**src/rtl/adc_rd_pkg.sv**
```systemverilog
`timescale 1ns/1ps
package adc_rd_pkg;

  typedef struct packed {
    logic loadCmd;
    logic sampleBit;
    logic shiftCmd;
    logic publish;
  } rdStrobe_t;

  typedef enum logic {
    ST_IDLE,
    ST_XFER
  } rdState_t;

endpackage

```
**src/rtl/adc_rd_ctrl.sv**
```systemverilog
`timescale 1ns/1ps
module adc_rd_ctrl
  import adc_rd_pkg::*;
#(
  parameter int DIV_W    = 8,
  parameter int CMD_LEN  = 8,
  parameter int WORD_LEN = 24
) (
  input  logic             clk,
  input  logic             rst,
  input  logic [DIV_W-1:0] halfDiv,
  input  logic             sdoRaw,
  output logic             sclk,
  output rdStrobe_t        strobe
);

  localparam int TOTAL = CMD_LEN + WORD_LEN;
  localparam int CNT_W = $clog2(TOTAL);

  rdState_t   state;
  logic [2:0] sdoSync;
  logic       armed;
  logic       sclkReg;
  logic [DIV_W-1:0] divCnt;
  logic [CNT_W-1:0] bitCnt;
  logic [DIV_W-1:0] halfEff;
  logic       lastDiv;
  logic       readyLow;

  // two synchronizer stages plus one history stage
  always_ff @(posedge clk) begin
    if (rst) sdoSync <= '1;
    else     sdoSync <= {sdoSync[1:0], sdoRaw};
  end

  assign readyLow = !sdoSync[1] && !sdoSync[2];
  assign halfEff  = (halfDiv == '0) ? DIV_W'(1) : halfDiv;
  assign lastDiv  = (divCnt == DIV_W'(halfEff - DIV_W'(1)));

  always_comb begin
    strobe = '0;
    case (state)
      ST_IDLE: strobe.loadCmd = armed && readyLow;
      ST_XFER: begin
        if (lastDiv) begin
          if (!sclkReg) begin
            strobe.sampleBit = (bitCnt >= CNT_W'(CMD_LEN));
          end else begin
            strobe.shiftCmd = 1'b1;
            strobe.publish  = (bitCnt == CNT_W'(TOTAL - 1));
          end
        end
      end
      default: strobe = '0;
    endcase
  end

  always_ff @(posedge clk) begin
    if (rst) begin
      state   <= ST_IDLE;
      armed   <= 1'b0;
      sclkReg <= 1'b0;
      divCnt  <= '0;
      bitCnt  <= '0;
    end else begin
      case (state)
        ST_IDLE: begin
          sclkReg <= 1'b0;
          divCnt  <= '0;
          bitCnt  <= '0;
          if (strobe.loadCmd) begin
            state <= ST_XFER;
            armed <= 1'b0;
          end else if (sdoSync[1]) begin
            armed <= 1'b1;
          end
        end
        ST_XFER: begin
          if (lastDiv) begin
            divCnt  <= '0;
            sclkReg <= !sclkReg;
            if (sclkReg) begin
              if (strobe.publish) state <= ST_IDLE;
              else                bitCnt <= bitCnt + CNT_W'(1);
            end
          end else begin
            divCnt <= divCnt + DIV_W'(1);
          end
        end
        default: state <= ST_IDLE;
      endcase
    end
  end

  assign sclk = sclkReg;

endmodule

```
**src/rtl/adc_rd_datapath.sv**
```systemverilog
`timescale 1ns/1ps
module adc_rd_datapath
  import adc_rd_pkg::*;
#(
  parameter int                  CMD_LEN  = 8,
  parameter int                  WORD_LEN = 24,
  parameter logic [CMD_LEN-1:0]  CMD_WORD = '0
) (
  input  logic                clk,
  input  logic                rst,
  input  rdStrobe_t           strobe,
  input  logic                sdoRaw,
  input  logic                mode16,
  output logic                sdi,
  output logic                modeLat,
  output logic [WORD_LEN-1:0] dataOut,
  output logic [1:0]          chanOut,
  output logic                oscDet,
  output logic                ovfl,
  output logic                frameErr,
  output logic                dataValid
);

  localparam int RES16 = WORD_LEN - 8;

  logic [CMD_LEN-1:0]  cmdReg;
  logic [WORD_LEN-1:0] shReg;
  logic                markerBad;

  assign markerBad = (shReg[7:4] != 4'b1110);

  // command shifter and mode latch
  always_ff @(posedge clk) begin
    if (rst) begin
      cmdReg  <= '0;
      sdi     <= 1'b0;
      modeLat <= 1'b0;
    end else if (strobe.loadCmd) begin
      sdi     <= CMD_WORD[CMD_LEN-1];
      cmdReg  <= {CMD_WORD[CMD_LEN-2:0], 1'b0};
      modeLat <= mode16;
    end else if (strobe.shiftCmd) begin
      sdi     <= cmdReg[CMD_LEN-1];
      cmdReg  <= {cmdReg[CMD_LEN-2:0], 1'b0};
    end
  end

  // result shifter
  always_ff @(posedge clk) begin
    if (rst)                  shReg <= '0;
    else if (strobe.loadCmd)  shReg <= '0;
    else if (strobe.sampleBit) shReg <= {shReg[WORD_LEN-2:0], sdoRaw};
  end

  // output registers
  always_ff @(posedge clk) begin
    if (rst) begin
      dataOut   <= '0;
      chanOut   <= '0;
      oscDet    <= 1'b0;
      ovfl      <= 1'b0;
      frameErr  <= 1'b0;
      dataValid <= 1'b0;
    end else begin
      dataValid <= strobe.publish;
      if (strobe.publish) begin
        if (modeLat) begin
          dataOut  <= {{8{1'b0}}, shReg[WORD_LEN-1:8]};
          chanOut  <= shReg[3:2];
          oscDet   <= shReg[1];
          ovfl     <= shReg[0];
          frameErr <= markerBad;
        end else begin
          dataOut  <= shReg;
          chanOut  <= '0;
          oscDet   <= 1'b0;
          ovfl     <= 1'b0;
          frameErr <= 1'b0;
        end
      end
    end
  end

  // the 16-bit layout needs room for at least one result byte
  if (RES16 < 8) begin : g_badlen
    initial $error("WORD_LEN too short for status decode");
  end

endmodule

```
**src/rtl/adc_stream_reader.sv**
```systemverilog
`timescale 1ns/1ps
module adc_stream_reader
  import adc_rd_pkg::*;
#(
  parameter int                 DIV_W    = 8,
  parameter int                 CMD_LEN  = 8,
  parameter int                 WORD_LEN = 24,
  parameter logic [CMD_LEN-1:0] CMD_WORD = '0
) (
  input  logic                clk,
  input  logic                rst,
  input  logic [DIV_W-1:0]    halfDiv,
  input  logic                mode16,
  input  logic                sdo,
  output logic                sclk,
  output logic                sdi,
  output logic [WORD_LEN-1:0] dataOut,
  output logic [1:0]          chanOut,
  output logic                oscDet,
  output logic                ovfl,
  output logic                frameErr,
  output logic                dataValid
);

  rdStrobe_t strobe;
  logic      modeLat;

  adc_rd_ctrl #(
    .DIV_W(DIV_W), .CMD_LEN(CMD_LEN), .WORD_LEN(WORD_LEN)
  ) u_ctrl (
    .clk(clk), .rst(rst), .halfDiv(halfDiv), .sdoRaw(sdo),
    .sclk(sclk), .strobe(strobe)
  );

  adc_rd_datapath #(
    .CMD_LEN(CMD_LEN), .WORD_LEN(WORD_LEN), .CMD_WORD(CMD_WORD)
  ) u_dp (
    .clk(clk), .rst(rst), .strobe(strobe), .sdoRaw(sdo), .mode16(mode16),
    .sdi(sdi), .modeLat(modeLat), .dataOut(dataOut), .chanOut(chanOut),
    .oscDet(oscDet), .ovfl(ovfl), .frameErr(frameErr), .dataValid(dataValid)
  );

endmodule

```
**config.mk**
```make
export PLATFORM = sky130hd
export DESIGN_NAME = adc_stream_reader
export DESIGN_NICKNAME = d
export VERILOG_FILES = /design/src/rtl/adc_rd_pkg.sv /design/src/rtl/adc_rd_ctrl.sv /design/src/rtl/adc_rd_datapath.sv /design/src/rtl/adc_stream_reader.sv
export SDC_FILE = /design/constraint.sdc
export NUM_CORES = 1
export LEC_CHECK = 0
export ABC_AREA = 0
export BUFFER_PORTS_ARGS = -buffer_cell sky130_fd_sc_hd__buf_2
export CAP_MARGIN = 25
export CORE_MARGIN = 5
export CORE_UTILIZATION = 57
export DETAILED_ROUTE_END_ITERATION = 8
export GPL_TIMING_DRIVEN = 0
export HOLD_SLACK_MARGIN = 0.02
export PLACE_DENSITY = 0.85
export SLEW_MARGIN = 5
export SYNTH_ARGS = -nofsm -noshare
export SYNTH_HDL_FRONTEND = slang
export SYNTH_SLANG_ARGS = --single-unit
export TNS_END_PERCENT = 100
```
**constraint.sdc**
```tcl
create_clock -name clk -period 4.4 [get_ports clk]
set_clock_uncertainty 0.1 [all_clocks]
set_input_delay 1.1 -clock clk [delete_from_list [all_inputs] [get_ports clk]]
set_output_delay 1.1 -clock clk [all_outputs]
set_load 0.05 [all_outputs]
```
==> impl_metrics.sql <==
INSERT INTO impl_metrics (metric_group, metric, value, unit) VALUES
('outcome', 'run_status', 'finished, final reports clean', ''),
('drt', 'wirelength', '8091', 'um'),
('sta', 'final.min_clock_period', '3.819', 'ns'),
('global_route', 'global_route.overflow_total', '0', ''),
('hold_path', 'min_delay_path_depth', '1', ''),
('sta', 'fin_hold_ws', '0.3159', 'ns'),
('finish', 'finalInstanceArea', '3934', 'sq um'),
('logic_synthesis', 'synth_nets', '383', ''),
('placement', 'place.gp.congestion', '0.8970', ''),
('setup_path', 'crit_path_max_incr_delay', '0.50', 'ns'),
('power', 'power_per_cell_area', '331.6', 'nW/um^2'),
('sta', 'setup_repair_after_global_routing_missed_its_margin', 'false', ''),
('logic_synthesis', 'synth.top_cells.by_area', 'dfxtp_1 43%, mux2i_1 7.3%, a21oi_1 5.4%', ''),
('die', 'chipHeight', '87.37', 'um'),
('finish', 'filler_cell_count', '476', ''),
('sta', 'totalNegativeSetupSlack', '0', 'ns'),
('power', 'power.static_leakage', '1.447', 'nW'),
('sta', 'setup_viol', '0', ''),
('cts', 'cts_tree', 'yes', ''),
('global_route', 'initial_antenna_violation_count', '0', ''),
('setup_path', 'crit_path_top_delay_cell', 'nor3_4', ''),
('cts', 'numCtsBuffers', '9', ''),
('cts', 'cts_max_level', '3', ''),
('placement', 'dpl.hpwl', '6120', 'um'),
('logic_synthesis', 'part_of_the_yosys_area_used_for_sequential_elements', '0.4342', ''),
('setup_path', 'regToRegStartpoint', 'u_ctrl.divCnt[0]$_SDFF_PP0_', ''),
('sta', 'drv_slew', '0', ''),
('finish', 'layout.core_utilization', '0.6684', ''),
('finish', 'final-seq-area', '1481', 'sq um'),
('setup_path', 'critical_path_class', 'input pin to register', ''),
('cts', 'cts_buffer_depth', '2', ''),
('setup_path', 'rrSetupSlack', '1.86', 'ns'),
('finish', 'multi_input_combinational_cell_area', '1779', 'sq um'),
('logic_synthesis', 'number_of_enable_flip_flop_cells_after_synthesis', '0', ''),
('logic_synthesis', 'ys_types', '49', ''),
('sta', 'max_freq', '261.9', 'MHz'),
('cts', 'cts_post_setup_buffers_inserted', '0', ''),
('power', 'irDropWorstVdd', '163.7', 'uV'),
('drt', 'drt_first_pass_iters', '4', ''),
('drt', 'dr.first_iter.drc_count', '237', ''),
('job', 'max-cap-violations', '0', ''),
('drt', 'mean_routed_wirelength_per_cell', '16.18', 'um'),
('placement', 'dpl_cell_area', '3716', 'sq um'),
('finish', 'drive_above_1_share', '0.2188', ''),
('global_route', 'grt_pass1_vias', '2941', ''),
('global_route', 'largest_net_degree_at_the_start_of_global_routing', '14', ''),
('die', 'pin_count', '44', ''),
('setup_path', 'setup.worst_path.end', 'u_dp.shReg[15]$_SDFFE_PP0P_', ''),
('hold_path', 'timing.hold.worst.class', 'register to register', ''),
('die', 'initial_core_util', '0.5797', ''),
('die', 'die-width', '87.37', 'um'),
('finish', 'num_antenna_cells', '0', ''),
('cts', 'cts.sinks', '74', ''),
('setup_path', 'timing.rr.end', 'u_dp.shReg[15]$_SDFFE_PP0P_', ''),
('logic_synthesis', 'dominantRegCellSynth', 'dfxtp_1', ''),
('drt', 'ant_nets', '0', ''),
('setup_path', 'r2r.worst_path.cells', '7', ''),
('setup_path', 'cp_data_required_time', '4.58', 'ns'),
('die', 'fp.dieArea', '7634', 'sq um'),
('cts', 'clock_latency', '0.35', 'ns'),
('finish', 'synthToLayoutAreaGrowth', '15.29', '%'),
('drt', 'drc_errors', '0', ''),
('drt', 'vias', '2907', ''),
('cts', 'cts.reportedPaths.clkPinSlew', '0.08', 'ns'),
('die', 'core_region_area', '5886', 'sq um'),
('global_route', 'groute.usage.overall', '0.2272', ''),
('logic_synthesis', 'netlist.top_cell.by_area', 'dfxtp_1', ''),
('placement', 'port_buffers', '42', ''),
('logic_synthesis', 'avgSynthCellArea', '9.297', 'sq um'),
('logic_synthesis', 'yosys_register_bits', '74', ''),
('cts', 'cts_root_buf', 'clkbuf_8', '');
## cells in the mapped netlist (3+ instances only)
cell,count
dfxtp_1,74
nand2_1,29
nand2b_1,5
or2_2,3
xnor2_1,8
nor4_1,4
inv_1,7
xor2_1,5
ha_1,4
o21ai_0,34
and3_1,6
clkbuf_1,16
mux2_2,16
nor2b_1,4
nand4_1,9
nand3_1,23
mux2i_1,25
buf_2,4
nand4b_1,9
nor2_1,12
a21oi_1,37
## worst max-delay path: cells and delay by family
family / cells / cell delay, ns
AOI/OAI and AO/OA: 2 / 0.45
adders and majority gates: 1 / 0.26
buffers and inverters: 2 / 0.37
muxes: 1 / 0.20
and+or+nand+nor: 5 / 1.61
## logic make-up after synthesis
group / synth area share
fa+ha+maj: 0.01467
buf+inv: 0.04438
xor+xnor: 0.03814
compound gates: 0.1441
other cells: 0.001099
flops: 0.4342
mux: 0.1261
simple gates: 0.1973
## where the power goes
part	total (mW)	leakage, nW	switching [mW]	internal, mW
registers	0.672	0.597	0.000725	0.671
logic	0.0610	0.743	0.0420	0.0190
clock network	0.572	0.107	0.251	0.321
## layout make-up
class                           count  share of cell area
Multi-Input combinational cell    261              0.4523
Sequential cell                    74              0.3766
Timing Repair Buffer               42             0.05344
Clock buffer                       10             0.03244
Buffer                             25             0.03181
Tap cell                           75             0.02385
Clock inverter                      6             0.02290
Inverter                            7            0.006679
## registers in the layout (all words and copies together), names as in the netlist, 2 cells and up
register,count
u_ctrl.bitCnt,5
u_ctrl.divCnt,8
u_ctrl.sdoSync,3
u_dp.chanOut,2
u_dp.dataOut,24
u_dp.shReg,24
## cells in the final DEF (no fill, tap or decap), types with 9 or more instances in the layout
cell,instances
nand2_1,29
buf_2,46
o21ai_0,34
nand4_1,9
mux2_2,16
clkbuf_8,9
mux2i_1,25
nand4b_1,9
dfxtp_1,74
nand3_1,23
clkbuf_1,17
a21oi_1,37
nor2_1,12
## metal layers
layer	track usage	share of wire	up-vias
met1	0.2632	0.42	1404
li1	-	-	1432
met4	0.08926	0.014	0
met3	0.04541	0.039	12
met2	0.4068	0.53	59
met5	0	0	-
## worst min path at each step
stage	endpoint	startpoint	slack, ns
floorplan	u_ctrl.sdoSync[1]$_SDFF_PP1_	u_ctrl.sdoSync[0]$_SDFF_PP1_	0.29
detailed placement	u_ctrl.sdoSync[1]$_SDFF_PP1_	u_ctrl.sdoSync[0]$_SDFF_PP1_	0.30
CTS	u_ctrl.sdoSync[1]$_SDFF_PP1_	u_ctrl.sdoSync[0]$_SDFF_PP1_	0.32
finish	u_ctrl.sdoSync[1]$_SDFF_PP1_	u_ctrl.sdoSync[0]$_SDFF_PP1_	0.32
global placement	u_ctrl.sdoSync[1]$_SDFF_PP1_	u_ctrl.sdoSync[0]$_SDFF_PP1_	0.29
global route	u_ctrl.sdoSync[1]$_SDFF_PP1_	u_ctrl.sdoSync[0]$_SDFF_PP1_	0.35
## stage by stage
step	power, mW	instances	worst slack (ns)
floorplan	0.7269	367	0.8422
global placement	0.7455	484	0.3707
detailed placement	0.7476	484	0.2515
CTS	1.311	500	0.5955
global route	1.351	500	0.3683
finish	1.305	500	0.5811
(Power assumes the default switching activity.)
